--- src/rtl/hdlc_tx_pkg.sv ---
package hdlc_tx_pkg;
  typedef enum logic [1:0] {
    ST_FLAG  = 2'd0,
    ST_DATA  = 2'd1,
    ST_FCS   = 2'd2,
    ST_ABORT = 2'd3
  } tx_state_e;
endpackage

--- src/rtl/hdlc_tx_fcs.sv ---
module hdlc_tx_fcs #(
  parameter int unsigned          W          = 32,
  parameter logic [W-1:0]         POLY_LONG  = 32'h04C1_1DB7,
  parameter logic [W/2-1:0]       POLY_SHORT = 16'h1021
) (
  input  logic clk_i,
  input  logic rst_ni,
  input  logic long_i,
  input  logic init_i,
  input  logic upd_i,
  input  logic bit_i,
  input  logic shift_i,
  output logic tx_bit_o
);
  logic [W-1:0] r_q;
  logic         msb;
  logic [W-1:0] poly;

  assign msb      = long_i ? r_q[W-1] : r_q[W/2-1];
  assign poly     = long_i ? POLY_LONG : W'(POLY_SHORT);
  assign tx_bit_o = ~msb;

  always_ff @(posedge clk_i or negedge rst_ni) begin
    if (!rst_ni)      r_q <= '1;
    else if (init_i)  r_q <= '1;
    else if (upd_i)   r_q <= {r_q[W-2:0], 1'b0} ^ ((msb ^ bit_i) ? poly : '0);
    else if (shift_i) r_q <= {r_q[W-2:0], 1'b0};
  end
endmodule

--- src/rtl/hdlc_tx_stuff.sv ---
module hdlc_tx_stuff #(
  parameter int unsigned RUN_LEN = 5
) (
  input  logic clk_i,
  input  logic rst_ni,
  input  logic en_i,
  input  logic src_bit_i,
  output logic stall_o,
  output logic bit_o
);
  localparam int OW = $clog2(RUN_LEN + 1);
  logic [OW-1:0] ones_q;

  // a pending run is closed even when the stuffed region has just ended
  assign stall_o = (ones_q == OW'(RUN_LEN));
  assign bit_o   = stall_o ? 1'b0 : src_bit_i;

  always_ff @(posedge clk_i or negedge rst_ni) begin
    if (!rst_ni)              ones_q <= '0;
    else if (!bit_o || !en_i) ones_q <= '0;
    else                      ones_q <= ones_q + OW'(1);
  end
endmodule

--- src/rtl/hdlc_tx.sv ---
module hdlc_tx
  import hdlc_tx_pkg::*;
#(
  parameter int unsigned WORD_W    = 16,
  parameter int unsigned FCS_W     = 32,
  parameter int unsigned RUN_LEN   = 5,
  parameter int unsigned FLAG_LEN  = 8,
  parameter int unsigned ABORT_LEN = 8
) (
  input  logic              clk_i,
  input  logic              rst_ni,
  input  logic              fcs32_i,
  input  logic              cts_i,
  input  logic [WORD_W-1:0] fifo_data_i,
  input  logic              fifo_eof_i,
  input  logic              fifo_odd_i,
  input  logic              fifo_empty_i,
  output logic              fifo_pop_o,
  output logic              rts_o,
  output logic              txd_o,
  output logic              underrun_o
);
  localparam int CNT_W = $clog2(FCS_W + 1);
  localparam logic [CNT_W-1:0] FLAG_LAST  = CNT_W'(FLAG_LEN - 1);
  localparam logic [CNT_W-1:0] ABORT_LAST = CNT_W'(ABORT_LEN - 1);
  localparam logic [CNT_W-1:0] WORD_LAST  = CNT_W'(WORD_W - 1);
  localparam logic [CNT_W-1:0] HALF_LAST  = CNT_W'(WORD_W / 2 - 1);
  localparam logic [CNT_W-1:0] LONG_LAST  = CNT_W'(FCS_W - 1);
  localparam logic [CNT_W-1:0] SHORT_LAST = CNT_W'(FCS_W / 2 - 1);

  tx_state_e         state_q;
  logic [CNT_W-1:0]  cnt_q;
  logic [WORD_W-1:0] sh_q;
  logic              eof_q, odd_q;
  logic              txd_q, rts_q, und_q;

  logic              src_bit, line_bit, stall, adv, fcs_bit;
  logic              stuff_en, in_flag;
  logic              flag_end, word_end, fcs_end, abort_end;
  logic              start, more;
  logic [CNT_W-1:0]  word_last, fcs_last;

  assign in_flag   = (state_q == ST_FLAG);
  assign stuff_en  = (state_q == ST_DATA) || (state_q == ST_FCS);
  assign adv       = !stall;
  assign word_last = (eof_q && odd_q) ? HALF_LAST : WORD_LAST;
  assign fcs_last  = fcs32_i ? LONG_LAST : SHORT_LAST;

  always_comb begin
    unique case (state_q)
      ST_FLAG:  src_bit = (cnt_q != '0) && (cnt_q != FLAG_LAST);
      ST_DATA:  src_bit = sh_q[0];
      ST_FCS:   src_bit = fcs_bit;
      default:  src_bit = 1'b1;
    endcase
  end

  assign flag_end  = adv && in_flag && (cnt_q == FLAG_LAST);
  assign word_end  = adv && (state_q == ST_DATA) && (cnt_q == word_last);
  assign fcs_end   = adv && (state_q == ST_FCS) && (cnt_q == fcs_last);
  assign abort_end = adv && (state_q == ST_ABORT) && (cnt_q == ABORT_LAST);
  assign start     = flag_end && rts_q && cts_i && !fifo_empty_i;
  assign more      = word_end && !eof_q && !fifo_empty_i;
  assign fifo_pop_o = start || more;

  hdlc_tx_stuff #(.RUN_LEN(RUN_LEN)) u_stuff (
    .clk_i     (clk_i),
    .rst_ni    (rst_ni),
    .en_i      (stuff_en),
    .src_bit_i (src_bit),
    .stall_o   (stall),
    .bit_o     (line_bit)
  );

  hdlc_tx_fcs #(.W(FCS_W)) u_fcs (
    .clk_i    (clk_i),
    .rst_ni   (rst_ni),
    .long_i   (fcs32_i),
    .init_i   (in_flag),
    .upd_i    (adv && (state_q == ST_DATA)),
    .bit_i    (sh_q[0]),
    .shift_i  (adv && (state_q == ST_FCS)),
    .tx_bit_o (fcs_bit)
  );

  always_ff @(posedge clk_i or negedge rst_ni) begin
    if (!rst_ni) begin
      state_q <= ST_FLAG;
      cnt_q   <= '0;
      sh_q    <= '0;
      eof_q   <= 1'b0;
      odd_q   <= 1'b0;
      txd_q   <= 1'b1;
      rts_q   <= 1'b0;
      und_q   <= 1'b0;
    end else begin
      txd_q <= line_bit;
      rts_q <= !in_flag || !fifo_empty_i;
      und_q <= abort_end;
      if (fifo_pop_o) begin
        sh_q  <= fifo_data_i;
        eof_q <= fifo_eof_i;
        odd_q <= fifo_odd_i;
      end else if (adv && state_q == ST_DATA) begin
        sh_q <= sh_q >> 1;
      end
      if (adv) begin
        unique case (state_q)
          ST_FLAG: begin
            cnt_q <= flag_end ? '0 : cnt_q + CNT_W'(1);
            if (start) state_q <= ST_DATA;
          end
          ST_DATA: begin
            cnt_q <= word_end ? '0 : cnt_q + CNT_W'(1);
            if (word_end) begin
              if (eof_q)                 state_q <= ST_FCS;
              else if (fifo_empty_i)     state_q <= ST_ABORT;
            end
          end
          ST_FCS: begin
            cnt_q <= fcs_end ? '0 : cnt_q + CNT_W'(1);
            if (fcs_end) state_q <= ST_FLAG;
          end
          default: begin
            cnt_q <= abort_end ? '0 : cnt_q + CNT_W'(1);
            if (abort_end) state_q <= ST_FLAG;
          end
        endcase
      end
    end
  end

  assign txd_o      = txd_q;
  assign rts_o      = rts_q;
  assign underrun_o = und_q;
endmodule

--- config.mk ---
export PLATFORM = sky130hd
export DESIGN_NAME = hdlc_tx
export DESIGN_NICKNAME = d
export VERILOG_FILES = /design/src/rtl/hdlc_tx_pkg.sv /design/src/rtl/hdlc_tx_fcs.sv /design/src/rtl/hdlc_tx_stuff.sv /design/src/rtl/hdlc_tx.sv
export SDC_FILE = /design/constraint.sdc
export NUM_CORES = 1
export LEC_CHECK = 0
export ABC_AREA = 1
export BUFFER_PORTS_ARGS = -buffer_cell sky130_fd_sc_hd__clkbuf_2
export CAP_MARGIN = 20
export CORE_UTILIZATION = 50
export CTS_CLUSTER_DIAMETER = 200
export CTS_CLUSTER_SIZE = 25
export DETAILED_ROUTE_END_ITERATION = 6
export PLACE_DENSITY_LB_ADDON = 0.2
export SYNTH_ARGS = -nofsm -noshare
export SYNTH_HDL_FRONTEND = slang
export SYNTH_HIERARCHICAL = 1
export SYNTH_SLANG_ARGS = --single-unit
--- constraint.sdc ---
create_clock -name clk_i -period 2.7 [get_ports clk_i]
set_input_delay 0.27 -clock clk_i [delete_from_list [all_inputs] [get_ports clk_i]]
set_output_delay 0.27 -clock clk_i [all_outputs]
set_load 0.01 [all_outputs]
==> metrics.txt, run 1 <==
status completed; Root Buffer clkbuf_8; Seq/Total Area, Yosys a little under half; Clock Tree Buf Depth 2; hold worst-path end odd_q$_DFFE_PN0N_; antenna fix cells 0; Min Hold Slack ~0.12 ns; Layout fillers 652; GP Congestion around 0.84; worst r2r src u_stuff/ones_q[0]$_DFF_PN0_; dominant synthesized flop cell dfstp_2; worst vdd ir ~0.48 mV; Max-slew headroom a little over 60%; Via density 4.72; CP Launch Type register; Lkg Pwr ~2.3 nW; EDFF count, synth 0; Final Cycle Share 93.1%; Worst Slack Setup Final roughly 0.19 ns; Yosys warning count 6; crit path buf inv count 3; die area approximately 7500 µm²; CTS Sinks 64; Skew-Pair Late Insertion Delay between 0.3 and 0.4 ns; vias between 2000 and 3000; Final nets roughly 530; top-count cell post-synth nand2_1; number of buffers created by CTS 9; max-slew violations 0; synthesized netlist cell count approximately 460; WHS Path Cells 3; initial antenna violation count 0; Worst R2R End u_fcs/r_q[16]$_DFFE_PN1P_; CTS H-tree lvls 3; largest area contributor in the netlist dfstp_2; Setup Skew between 0.009 and 0.01 ns; setup tns final 0 ns; Crit path largest cell delay about 0.43 ns; Netlist cell types 32; P&R area growth vs syn 12.4%; Die H around 87 µm; synth top area cells dfstp_2 (24%), dfrtp_1 (22%), nand2_1 (17%), inv_1 (9.3%), nand3_1 (7.3%); initial core utilization 52.3%; # setup viols final 0; # Max-Cap Violations 0; Reg2Reg Depth 12; cell mode on critical path inv_1; Cell Area, Placed ~3800 µm²; routed len/inst between 10 and 15 µm; Max Clk Rate 398 MHz; TritonCTS clock tree done; Starting DRT DRC Count around 170; Hold/Removal Path Class input pin to register; crit path max fanout 20; grt ovf 0; Final ANT Viol Nets 0; largest net degree at the start of global routing 33; Remaining DRCs 0; clock-pin transition on the worst setup and hold timing paths ~0.070 ns; top cell type's share of synthesized area between 20% and 30%; row count 30; design area roughly 4000 µm²; Net Count, Synth 497; Setup CP Type register to primary output; Avg Cell Area, Syn around 7.7 µm²; Ports 27; I/O Buffers 26; first-pass GRT wire length 12000 µm; DP HPWL between 4000 and 5000 µm; critical path arrival 2.24 ns; endpoints failing hold 0; CP cell instances inv_1 > ha_1 > inv_1 > nor2_1 > nand3_2 > nand2_2 > clkbuf_2; fraction of registers with async set/reset 100%; setup slack, reg-to-reg about 0.42 ns; FF+latch count, synth 64; Tmin final 2.51 ns; synth cell count leaders nand2_1 (162), inv_1 (89), nand3_1 (52); vias in the first global route between 2000 and 3000; RSZ-0062 raised after global routing false; worst hold start fifo_odd_i; fraction of layout cells with a size suffix above 1 roughly 20%; CP Launch Point state_q[1]$_DFFE_PN0P_; Detailed Routing Iterations Pass 1 4; Required @ worst endpoint between 2 and 2.5 ns; Pwr Density around 1000 nW/µm²; worst-margin pin slew between 0.5 and 0.6 ns; critical path's top delay family simple AND/OR/NAND/NOR gates; Worst setup EP type primary output; post-cts resize count 0; WL final 6840 µm; gr usage total 20.7%; Mapped Area approximately 3600 µm²; Crit-path slowest cell dfrtp_1; die width 86.6 µm; area of the core roughly 6800 µm²; Post-Place Setup Slack 0.462 ns
## flip-flops by register name, indices dropped and copies added, names as in the netlist
| name | cells |
|---|---|
| u_stuff/ones_q | 3 |
| state_q | 2 |
| sh_q | 16 |
| underrun_o | 1 |
| txd_o | 1 |
| u_fcs/r_q | 32 |
| odd_q | 1 |
| eof_q | 1 |
| rts_o | 1 |
| cnt_q | 6 |
## stage by stage
step / utilization [%] / total power [mW] / cells
6_report: 58.8 / 4.03 / 594
5_1_grt: 58.8 / 4.35 / 594
4_1_cts: 58.8 / 4.06 / 594
3_5_place_dp: 55.5 / 3.16 / 578
3_3_place_gp: 55.1 / 3.04 / 577
2_1_floorplan: - / 2.74 / 464
## layer usage
metal	track usage, %	part of all wire, %	up-vias
li1	-	-	1481
met2	32.2	45	33
met1	28.2	51	1282
met3	4.76	2.8	7
met4	8.18	1.4	0
met5	0	0	-
## report_power, final
part           internal [mW]  switching (mW)
Sequential              1.36           0.183
Combinational          0.565            1.04
Clock                  0.527           0.351
Total                   2.45            1.58
## layout by cell type, fill, tap and decap left out, types with 3 or more instances in the layout
cell and count:
nand4_1 5, clkbuf_2 26, clkbuf_8 11, inv_1 89, nand3_1 52, nor2_1 11
nand2_1 162, dfrtp_1 31, ha_1 10, nand2_2 3, a22oi_1 18, o21ai_0 4
nand3_2 5, nor2_2 4, buf_4 8, dfstp_2 33
## logic make-up after synthesis
family | share of synthesized area [%]
adder cells (fa/ha/maj) | 3.50
AO/OA/AOI/OAI | 5.50
AND/OR/NAND/NOR | 30.7
XOR/XNOR | 0.980
flip-flops | 46.0
buffers and inverters | 13.4
## worst max path at each step
stage          cells after the start  slack, ns                   endpoint
2_1_floorplan                     13       0.52  u_fcs/r_q[11]$_DFFE_PN1P_
3_3_place_gp                      10       0.26   u_fcs/r_q[5]$_DFFE_PN1P_
3_5_place_dp                      12       0.46  u_fcs/r_q[16]$_DFFE_PN1P_
4_1_cts                            7       0.19                 fifo_pop_o
5_1_grt                            7      0.006                 fifo_pop_o
6_report                           7       0.19                 fifo_pop_o
## cell type report
cell class	count	area [µm²]	share of cell area, %
Multi-Input combinational cell	290	1460	36.4
Sequential cell	64	1640	40.9
Clock buffer	13	180	4.49
Timing Repair Buffer	36	228	5.67
Tap cell	96	120	2.99
Inverter	93	349	8.69
Clock inverter	2	35.0	0.872
## worst register-to-register path, cell delays in order, from the launching register on
cell and delay, ns:
dfrtp_1 0.40, ha_1 0.20, nand2_1 0.10, inv_1 0.07, inv_1 0.10, nand2_1 0.08, clkinv_1 0.09, buf_4 0.25
nand4_1 0.48, nand2_1 0.21, nand3_1 0.10, nand2_1 0.08, inv_1 0.04
## timing repair
item / 4_1_cts / 5_1_grt
hold buffers: 1 / 0
setup buffers: 0 / 0
endpoints found under the setup margin: 0 / 0
endpoints found under the hold margin: 4 / 0
No activity file was read; power rests on OpenSTA's default activity.
==> run 2, diff against run 1 <==
Settings changed: CORE_UTILIZATION 50 to 55.
==> run 2 against run 1 <==
Maximum frequency grew 1.7%; critical endpoint unchanged; hold slack lost 0.021 ns; clock skew shrank 0.0020 ns; count of clock-buffer cells in the layout is the same; register-to-register slack gained 0.06 ns; power shrank 1.7%; die area shrank 8.9%; sequential cell count is the same; final area shrank 0.97%; setup slack gained 0.043 ns; critical path type unchanged; via count grew 3.4%.
==> metrics.txt, run 2 (synthesized netlist as in run 1, its figures left out) <==
Ports 27; endpoints failing hold 0; vias in the first global route about 2600; # setup viols final 0; RSZ-0062 raised after global routing false; die width between 80 and 90 µm; initial antenna violation count 0; CP cell instances ha_1 > nand2_1 > inv_1 > inv_1 > nand2_1 > buf_4 > nor2_4 > nand4_4 > nand2_2 > clkbuf_2; worst vdd ir ~0.58 mV; Clock Tree Buf Depth 2; Largest register FFs 32; Detailed Routing Iterations Pass 1 4; initial core utilization a little under three fifths; area of the core approximately 6300 µm²; Setup CP Type register to primary output; Crit-path slowest cell dfrtp_1; Starting DRT DRC Count approximately 160; routed len/inst 11.7 µm; # Max-Cap Violations 0; clock-pin transition on the worst setup and hold timing paths approximately 0.07 ns; Root Buffer clkbuf_8; setup slack, reg-to-reg roughly 0.48 ns; Skew-Pair Late Insertion Delay between 0.3 and 0.4 ns; GP Congestion about 0.82; grt ovf 0; first-pass GRT wire length 11200 µm; most common cell after layout, fill and taps aside nand2_1; DP HPWL between 4000 and 5000 µm; Layout fillers approximately 550; status completed; antenna fix cells 0; Worst setup EP type primary output; Via density around 5; Setup Skew around 0.0077 ns; row count 29; WL final ~6800 µm; I/O Buffers 26; most frequent cells in the layout nand2_1 (162), inv_1 (89), nand3_1 (52); biggest regs u_fcs/r_q: 32 flops, sh_q: 16 flops, cnt_q: 6 flops; P&R area growth vs syn 11.3%; number of buffers created by CTS 9; CTS Sinks 64; gr usage total a little over a fifth; Die H roughly 83 µm; Hold/Removal Path Class input pin to register; Final ANT Viol Nets 0; worst-margin pin slew between 0.6 and 0.7 ns; vias between 2000 and 3000; Final Cycle Share between 90% and 100%; Final nets approximately 530; TritonCTS clock tree done; CP Launch Type register; Max-slew headroom 53.7%; Crit path largest cell delay 0.40 ns; Required @ worst endpoint 2.43 ns; Remaining DRCs 0; Pwr Density between 900 and 1000 nW/µm²; Min Hold Slack between 0.09 and 0.1 ns; critical path arrival ~2.2 ns; fraction of layout cells with a size suffix above 1 between 20% and 30%; die area roughly 6800 µm²; CTS H-tree lvls 3; largest register by flop count u_fcs/r_q; crit path max fanout 20; Tmin final between 2 and 2.5 ns; Max Clk Rate a little over 400 MHz; setup tns final 0 ns; Lkg Pwr 2.33 nW; max-slew violations 0; largest net degree at the start of global routing 33
[run 2: through the flow]
step / power, mW / setup slack (ns) / utilization [%] / cell area, µm² / cells
floorplan: 2.74 / 0.522 / - / 3570 / 464
CTS: 3.94 / 0.145 / 62.7 / 3960 / 575
finish: 3.96 / 0.230 / 63.0 / 3980 / 576
global route: 4.28 / 0.0716 / 63.0 / 3980 / 576
detailed placement: 3.08 / 0.283 / 59.2 / 3740 / 558
global placement: 3.04 / 0.325 / 59.2 / 3740 / 558
[run 2: final timing paths]
path	cells after the start	to	startpoint
setup / recovery	10	fifo_pop_o	u_stuff/ones_q[0]$_DFF_PN0_
hold / removal	2	rts_o$_DFF_PN0_	fifo_empty_i
setup reg to reg	12	u_fcs/r_q[1]$_DFFE_PN1P_	u_stuff/ones_q[0]$_DFF_PN0_
hold reg to reg	2	sh_q[14]$_DFFE_PN0P_	sh_q[14]$_DFFE_PN0P_
max in group asynchronous	3	u_fcs/r_q[1]$_DFFE_PN1P_	rst_ni
min in group asynchronous	2	cnt_q[5]$_DFFE_PN0N_	rst_ni
[run 2: timing repair]
item	CTS	global route
endpoints found under the hold margin	26	0
hold buffers	1	0
buffers inserted	0	0
resized for setup	0	1
setup endpoints to repair	0	1
[run 2: final cells by class]
cell class	instances	area, µm²	area share, %
repair buffers	36	215	5.41
clock buffers	13	191	4.81
flip-flops and latches	64	1640	41.3
multi-input cells	290	1460	36.8
clock inverters	3	18.8	0.472
well taps	77	96.3	2.42
inverters	93	349	8.78
[run 2: where the power goes]
part           internal (mW)  leakage [nW]  switching, mW
clock network          0.470         0.106          0.376
logic                  0.539          1.47           1.04
registers               1.36         0.763          0.177
total                   2.37          2.33           1.59
[run 2: metal layers]
metal | up-vias | global-route usage (%) | wire (µm)
li1 | 1482 | - | -
met1 | 1357 | 27.9 | 3230
met2 | 50 | 36.0 | 3200
met3 | 9 | 3.30 | 235
met4 | 0 | 11.0 | 85
met5 | - | 0 | 0
[run 2: critical path, delay by kind of cell, from the launching register on]
kind	cells	cell delay (ns)
and+or+nand+nor	5	0.72
adders and majority gates	1	0.21
DFF	1	0.40
buffers and inverters	4	0.53
==> run 3, diff against run 2 <==
Clock period 2.7 ns to 2.75 ns, I/O delays scaled along.
==> run 3 against run 2 <==
Non-clock buffer count grew 2; wire length shrank 0.15%; first-iteration DRC count shrank 8.1%; sequential share of layout area shrank 0.56 points; sequential power is essentially flat; final area grew 1.4%; count of clock-buffer cells in the layout is the same; combinational power shrank 3%; sequential cell count is the same; setup slack gained 0.099 ns; highest routed layer unchanged; critical path type unchanged; register-to-register slack lost 0.03 ns; die area is the same.
==> metrics.txt, run 3 (synthesized netlist as in run 1, its figures left out) <==
# Max-Cap Violations 0; Tmin final between 2 and 2.5 ns; Hold/Removal Path Class input pin to register; routed len/inst about 12 µm; Max-slew headroom around three fifths; Final ANT Viol Nets 0; largest net degree at the start of global routing 33; endpoints failing hold 0; crit path max fanout 20; cell mode on critical path inv_1; cell count along the critical path 7; post-layout util 63.9%; vias in the first global route 2600; Required @ worst endpoint roughly 2.5 ns; I/O Buffers 26; CTS Sinks 64; WL final between 6000 and 7000 µm; Pwr Density just under 1000 nW/µm²; Final nets between 500 and 600; Crit path largest cell delay approximately 0.43 ns; CP Launch Type register; grt ovf 0; sequential share of power a little under two fifths; Detailed Routing Iterations Pass 1 4; status completed; fraction of layout cells with a size suffix above 1 between 20% and 30%; row count 29; switching part of the total about two fifths; worst r2r src state_q[1]$_DFFE_PN0P_; die width 82.6 µm; initial antenna violation count 0; Worst setup EP type primary output; Crit-path slowest cell ha_1; biggest regs u_fcs/r_q: 32 flops, sh_q: 16 flops, cnt_q: 6 flops; setup tns final 0 ns; internal power approximately 2.4 mW; WHS Path Cells 2; # setup viols final 0; Via density between 4 and 5; CTS H-tree lvls 3; most common cell after layout, fill and taps aside nand2_1; Reg2Reg Depth 12; Clock Tree Buf Depth 2; clock-pin transition on the worst setup and hold timing paths 0.08 ns; Skew-Pair Late Insertion Delay 0.33 ns; Ports 27; worst-margin pin slew around 0.62 ns; Max Clk Rate 413 MHz; GP Congestion around 0.84; area of the core 6310 µm²; CP Launch Point state_q[1]$_DFFE_PN0P_; Setup Skew approximately 0.010 ns; critical path's top delay family simple AND/OR/NAND/NOR gates; critical path arrival 2.15 ns; Largest register FFs 32; most frequent cells in the layout nand2_1 (162), inv_1 (89), nand3_1 (52); P_sw around 1.6 mW; Layout fillers around 550; Root Buffer clkbuf_8; Lkg Pwr between 2 and 2.5 nW; Clk pwr share a little under a quarter; number of buffers created by CTS 9; combinational share of power a little under two fifths; max-slew violations 0; worst hold start fifo_empty_i; first-pass GRT wire length approximately 11000 µm; largest register by flop count u_fcs/r_q; Final Cycle Share 88.0%; initial core utilization between 50% and 60%; CP cell instances inv_1 > ha_1 > inv_1 > nor2_1 > nand3_2 > nand2_8 > clkbuf_2; Starting DRT DRC Count approximately 150; DP HPWL 4580 µm; vias 2864; TritonCTS clock tree done; antenna fix cells 0; die area around 7000 µm²; crit path buf inv count 3; worst vdd ir between 0.7 and 0.8 mV; RSZ-0062 raised after global routing false; Die H 82.6 µm; P&R area growth vs syn 12.8%; Setup CP Type register to primary output; Remaining DRCs 0; gr usage total approximately 22%
run 3: final timing paths:
kind                                             end  slack [ns]
min in group asynchronous       underrun_o$_DFF_PN0_        0.48
setup / recovery                          fifo_pop_o        0.33
hold / removal                       rts_o$_DFF_PN0_        0.11
max in group asynchronous  u_fcs/r_q[24]$_DFFE_PN1P_        1.47
setup reg to reg              state_q[0]$_DFFE_PN0P_        0.45
hold reg to reg                  sh_q[6]$_DFFE_PN0P_        0.47
run 3: area by class of cell:
type                       count  area, µm²  area share, %
sequential                    64       1640           40.7
clock buffer                  13        201           5.00
multi-input combinational    290       1480           36.6
tap                           77       96.3           2.39
inverter                      93        349           8.66
timing repair buffer          38        226           5.62
clock inverter                 3       41.3           1.02
run 3: through the flow:
| stage | std cells | setup WS, ns | area [µm²] | power (mW) | hold slack [ns] |
|---|---|---|---|---|---|
| final | 578 | 0.329 | 4030 | 3.99 | 0.113 |
| after CTS | 574 | 0.107 | 3990 | 3.99 | 0.0956 |
| after global routing | 578 | 0.155 | 4030 | 4.30 | 0.125 |
| after detailed placement | 557 | 0.312 | 3730 | 3.03 | 0.317 |
| after floorplan | 464 | 0.572 | 3570 | 2.69 | -0.0206 |
| after global placement | 557 | 0.381 | 3730 | 2.98 | 0.318 |
run 3: repair_timing:
action | 4_1_cts | 5_1_grt
gates resized for setup | 1 | 1
buffers inserted | 0 | 3
hold endpoints to repair | 23 | 0
hold buffers | 1 | 0
endpoints found under the setup margin | 1 | 1
run 3: metal layers:
metal	part of all wire [%]	GRT usage, %
met4	0.82	10.3
met1	48	28.5
met2	48	36.2
met5	0	0
met3	2.7	4.18
run 3: power by group through the flow:
stage | clock [mW] | sequential (mW) | combinational, mW
after floorplan | 0 | 1.49 | 1.20
after global placement | 0 | 1.51 | 1.47
after detailed placement | 0 | 1.52 | 1.50
after CTS | 0.967 | 1.51 | 1.51
after global routing | 1.00 | 1.55 | 1.74
final | 0.943 | 1.51 | 1.53
